$ cat src/rtl/banked_regfile.sv
module banked_regfile #(
  parameter int DW = 32
) (
  input  logic          clk,
  input  logic          rst_n,
  input  logic [4:0]    mode,
  input  logic [DW-1:0] pc_value,
  input  logic [3:0]    rd_a_idx,
  output logic [DW-1:0] rd_a_data,
  input  logic [3:0]    rd_b_idx,
  output logic [DW-1:0] rd_b_data,
  input  logic          wr_en,
  input  logic [3:0]    wr_idx,
  input  logic [DW-1:0] wr_data,
  output logic          redirect_valid,
  output logic [DW-1:0] redirect_addr
);

  localparam int NSHARED = 15;
  localparam int NFAST   = 7;
  localparam int NPAIR   = 2;
  localparam int NEXC    = 4;
  localparam int NPHYS   = NSHARED + NFAST + NPAIR * NEXC;
  localparam int PW      = $clog2(NPHYS);

  localparam logic [4:0] M_FAST  = 5'b10001;
  localparam logic [4:0] M_INTR  = 5'b10010;
  localparam logic [4:0] M_SUPV  = 5'b10011;
  localparam logic [4:0] M_ABRT  = 5'b10111;
  localparam logic [4:0] M_UNDEF = 5'b11011;

  logic [DW-1:0] bank [NPHYS];

  function automatic logic [PW-1:0] resolve(input logic [4:0] m, input logic [3:0] idx);
    logic [PW-1:0] base;
    logic          pair_mode;
    pair_mode = 1'b1;
    case (m)
      M_INTR:  base = PW'(NSHARED + NFAST);
      M_SUPV:  base = PW'(NSHARED + NFAST + NPAIR);
      M_ABRT:  base = PW'(NSHARED + NFAST + 2 * NPAIR);
      M_UNDEF: base = PW'(NSHARED + NFAST + 3 * NPAIR);
      default: begin base = '0; pair_mode = 1'b0; end
    endcase
    if (m == M_FAST && idx >= 4'd8)
      resolve = PW'(NSHARED) + PW'(idx - 4'd8);
    else if (pair_mode && idx >= 4'd13)
      resolve = base + PW'(idx - 4'd13);
    else
      resolve = PW'(idx);
  endfunction

  logic          wr_pc;
  logic [PW-1:0] wr_slot;

  assign wr_pc   = wr_en && (wr_idx == 4'hF);
  assign wr_slot = resolve(mode, wr_idx);

  assign rd_a_data = (rd_a_idx == 4'hF) ? pc_value : bank[resolve(mode, rd_a_idx)];
  assign rd_b_data = (rd_b_idx == 4'hF) ? pc_value : bank[resolve(mode, rd_b_idx)];

  always_ff @(posedge clk) begin
    if (!rst_n) begin
      for (int i = 0; i < NPHYS; i++) bank[i] <= '0;
    end else if (wr_en && !wr_pc) begin
      bank[wr_slot] <= wr_data;
    end
  end

  always_ff @(posedge clk) begin
    if (!rst_n) begin
      redirect_valid <= 1'b0;
      redirect_addr  <= '0;
    end else begin
      redirect_valid <= wr_pc;
      if (wr_pc) redirect_addr <= wr_data;
    end
  end

  p_reset_quiet_r1: assert property (@(posedge clk) !rst_n |=> !redirect_valid);

  p_pc_read_r6: assert property (@(posedge clk) disable iff (!rst_n)
    (rd_b_idx == 4'hF) |-> (rd_b_data == pc_value));

  p_redirect_pulse_r7: assert property (@(posedge clk) disable iff (!rst_n)
    (wr_en && wr_idx == 4'hF) |=> (redirect_valid && redirect_addr == $past(wr_data)));

  p_redirect_idle_r7: assert property (@(posedge clk) disable iff (!rst_n)
    !(wr_en && wr_idx == 4'hF) |=> !redirect_valid);

  p_write_visible_r8: assert property (@(posedge clk) disable iff (!rst_n)
    ($past(rst_n) && $past(wr_en) && $past(wr_idx) != 4'hF &&
     mode == $past(mode) && rd_a_idx == $past(wr_idx))
    |-> (rd_a_data == $past(wr_data)));

endmodule

$ cat config.mk
export PLATFORM = sky130hd
export DESIGN_NAME = banked_regfile
export DESIGN_NICKNAME = d
export VERILOG_FILES = /design/src/rtl/banked_regfile.sv
export SDC_FILE = /design/constraint.sdc
export NUM_CORES = 2
export LEC_CHECK = 0
export ABC_AREA = 0
export BUFFER_PORTS_ARGS = -buffer_cell sky130_fd_sc_hd__buf_2
export CELL_PAD_IN_SITES_DETAIL_PLACEMENT = 0
export CELL_PAD_IN_SITES_GLOBAL_PLACEMENT = 2
export CORE_MARGIN = 5
export CORE_UTILIZATION = 29
export CTS_CLUSTER_SIZE = 24
export DETAILED_ROUTE_END_ITERATION = 8
export GPL_ROUTABILITY_DRIVEN = 0
export HOLD_SLACK_MARGIN = 0.06
export PLACE_DENSITY_LB_ADDON = 0.1
export SLEW_MARGIN = 20
export SYNTH_ARGS = -nofsm -noshare
export SYNTH_HDL_FRONTEND = slang
export SYNTH_SLANG_ARGS = --single-unit
export TNS_END_PERCENT = 20
$ cat constraint.sdc
create_clock -name clk -period 5.3 [get_ports clk]
set_input_delay 0.53 -clock clk [delete_from_list [all_inputs] [get_ports clk]]
set_output_delay 0.53 -clock clk [all_outputs]
set_load 0.05 [all_outputs]
==> results.json <==
{
  "status": "complete, but fails checks",
  "violations": "negative setup slack",
  "cts_buffers": 138,
  "die-area_um2": 215100,
  "synth_common_cells": "edfxtp_1, and2_1, nand2_1",
  "fmax_mhz": 187.3,
  "crit_path_start_kind": "primary input",
  "ys_seq_elements": 1057,
  "drive_above_1_share_pct": 19.28,
  "synth_flop_cell": "edfxtp_1",
  "rsz0062_at_grt": "yes",
  "peakVddDrop_v": 0.0003570,
  "grt_pass1_vias": 48454,
  "die_w_um": 463.8,
  "worst_pin_slew_ns": 1.139,
  "postRouteAntennaNets": 0,
  "row_count": 166,
  "multi_input_area_um2": 26810,
  "fin_worst_skew_ns": 0,
  "grt_use_total_pct": 26.88,
  "yosysMostFrequentCell": "edfxtp_1",
  "finalHoldViolCount": 0,
  "overflow": 0,
  "cts_buffer_depth": 3,
  "cts_tree": "done",
  "yosysSeqAreaShare_pct": 52.60,
  "initialDrtViolationCount": 5286,
  "maxSlewHeadroom_pct": 24.08,
  "netlist.area_leader.share_pct": 51.49,
  "critPathCaptureType": "primary output",
  "p_per_area_nw_per_um2": 315.9,
  "place_ws_ns": -0.5759,
  "core_area_um2": 204800,
  "fin_crit_ns": 5.340,
  "stdcell_count": 8907,
  "vias_per_cell": 5.584,
  "die_y_um": 463.8,
  "drv_cap": 0,
  "fin_crit_sh_pct": 100.7,
  "total_power_w": 0.02336,
  "wl_per_cell_um": 33.54,
  "n_fill_cell": 20315,
  "cp_slowest_cell": "fa_1",
  "path_class": "in -> out",
  "leakage_nw": 27.12,
  "arrival_ns": 4.81,
  "synth_edf_count": 1024,
  "h-tree-depth": 4,
  "synth_async_sr_flop_share_pct": 0,
  "cp_top_family": "buffers and inverters",
  "ys_top_cells_by_area": "edfxtp_1, and2_1, nand2_1",
  "port_buffers": 180,
  "worst_path_largest_cell_delay_ns": 0.53,
  "setup_ws_ns": -0.03972,
  "drc": 0,
  "clock_latency_ns": 0.79,
  "ios": 181,
  "cts_sinks": 1057,
  "cts.clk_slew.worst_paths_ns": 0.06,
  "syn-mean-instance-area_um2": 10.26,
  "worstPathRequired_ns": 4.77,
  "dr.pass1.iters": 6,
  "hold_path_class": "in -> reg",
  "finalSetupTns_ns": -0.06083,
  "yosys.area.top_type": "edfxtp_1",
  "wirelength_mm": 298.7,
  "finalSetupViolations": 2,
  "path_buf_inv": 8,
  "dp_cells": 8628,
  "ys_types": 77,
  "antenna_found_initial": 23,
  "synthCells": 5823,
  "path_max_fanout": 28,
  "slew_violations": 0,
  "grt_pass1_wl_mm": 411.3,
  "grt_start_max_net_pins": 73,
  "cts_root_buf": "clkbuf_16",
  "syn_area_um2": 59720,
  "syn_nets": 5934,
  "place_hpwl_mm": 199.6,
  "start_util_pct": 29.16,
  "vias": 49737,
  "fin_nets": 6206,
  "syn_to_final_growth_pct": 23.80,
  "cp_cell_sequence": "buf_2 -> xor2_1 -> or3_4 -> ha_1 -> inv_1 -> ha_1 -> fa_1 -> o311ai_4 -> buf_4 -> buf_4 -> nand2_4 -> buf_12 -> buf_12 -> mux4_2 -> nand2_1 -> and3_1 -> o31ai_4 -> buf_4 -> buf_12",
  "seq_area_um2": 31410,
  "yosys_warnings": 0
}
-- kinds of logic (layout without fill, tap and decap cells) --
logic type | after synthesis | in the layout | share of synthesized area (%)
adders and majority gates | 27 | 27 | 0.6034
AOI/OAI and AO/OA | 962 | 962 | 11.35
xor gates and xnor gates | 12 | 12 | 0.1760
buffers and inverters | 643 | 1029 | 4.471
other | 0 | 10 | 0
and+or+nand+nor | 2937 | 2937 | 26.13
DFF | 1057 | 1057 | 52.60
muxes | 185 | 185 | 4.675
-- placed cells by master (no fill, tap or decap), types with 21 or more instances in the layout --
| cell | instances |
|---|---|
| o21ai_1 | 27 |
| edfxtp_1 | 1024 |
| buf_4 | 420 |
| or3_1 | 103 |
| buf_2 | 123 |
| a311oi_1 | 30 |
| nand3_1 | 530 |
| and4_1 | 79 |
| clkbuf_1 | 28 |
| clkinv_1 | 47 |
| nand2_1 | 894 |
| o21ai_0 | 112 |
| mux4_2 | 75 |
| buf_12 | 191 |
| a31oi_1 | 78 |
| ha_1 | 23 |
| nor2_4 | 30 |
| nand4_1 | 38 |
| a21boi_0 | 32 |
| clkbuf_16 | 148 |
| mux2i_1 | 109 |
| and2_1 | 965 |
| a2111o_1 | 31 |
| o21ai_4 | 30 |
| a21oi_1 | 63 |
| dfxtp_1 | 33 |
| a211oi_1 | 156 |
| a22oi_1 | 32 |
| o211ai_1 | 234 |
| o31ai_1 | 21 |
| and3_1 | 203 |
-- registers in the layout (all words and copies together) (netlist names) --
name / cells
redirect_valid: 1
redirect_addr: 32
bank: 1024
-- metal layers --
| layer | routed length [um] | vias up | GRT usage [%] |
|---|---|---|---|
| met5 | 17 | - | 0 |
| met4 | 9561 | 2 | 8.293 |
| met3 | 19460 | 378 | 4.367 |
| met2 | 132700 | 1934 | 41.14 |
| met1 | 136900 | 25529 | 38.93 |
| li1 | - | 21894 | - |
-- repair_timing --
| action | in CTS | in global routing |
|---|---|---|
| hold buffers | 1 | 0 |
| endpoints found under the hold margin | 1 | 0 |
| pin swaps | 5 | 21 |
| setup buffers | 5 | 8 |
| gates cloned | 0 | 3 |
| setup endpoints to repair | 27 | 47 |
| gates resized for setup | 26 | 102 |
-- power breakdown --
group | switching [W] | internal [W]
clock network | 0.00387 | 0.00539
logic | 0.00274 | 0.00154
registers | 0.000236 | 0.00958
-- layout make-up --
type | instances | share of cell area [%]
Clock buffer | 175 | 5.088
Tap cell | 2688 | 4.549
Inverter | 18 | 0.09139
Clock inverter | 79 | 0.7819
Timing Repair Buffer | 757 | 10.71
Multi-Input combinational cell | 4123 | 36.26
Sequential cell | 1057 | 42.49
Antenna cell | 10 | 0.03385
-- final timing paths --
path	from	endpoint	slack, ns	cells after the start
worst max-delay path	mode[2]	rd_b_data[23]	-0.04	19
worst min-delay path	rst_n	redirect_addr[0]$_SDFFE_PN0P_	0.29	2
worst max register to register	redirect_addr[3]$_SDFFE_PN0P_	redirect_addr[3]$_SDFFE_PN0P_	4.55	2
worst min register to register	redirect_addr[16]$_SDFFE_PN0P_	redirect_addr[16]$_SDFFE_PN0P_	0.46	2
-- per-stage QoR --
stage          util (%)  hold WS, ns  instance area, um2
5_1_grt           36.09       0.2707               73910
3_5_place_dp      33.65       0.4557               68920
3_3_place_gp      33.65       0.4505               68920
2_1_floorplan         -       0.6289               59720
6_report          36.10       0.2930               73930
4_1_cts           35.87       0.2243               73460
No activity file was read; power rests on OpenSTA's default activity.
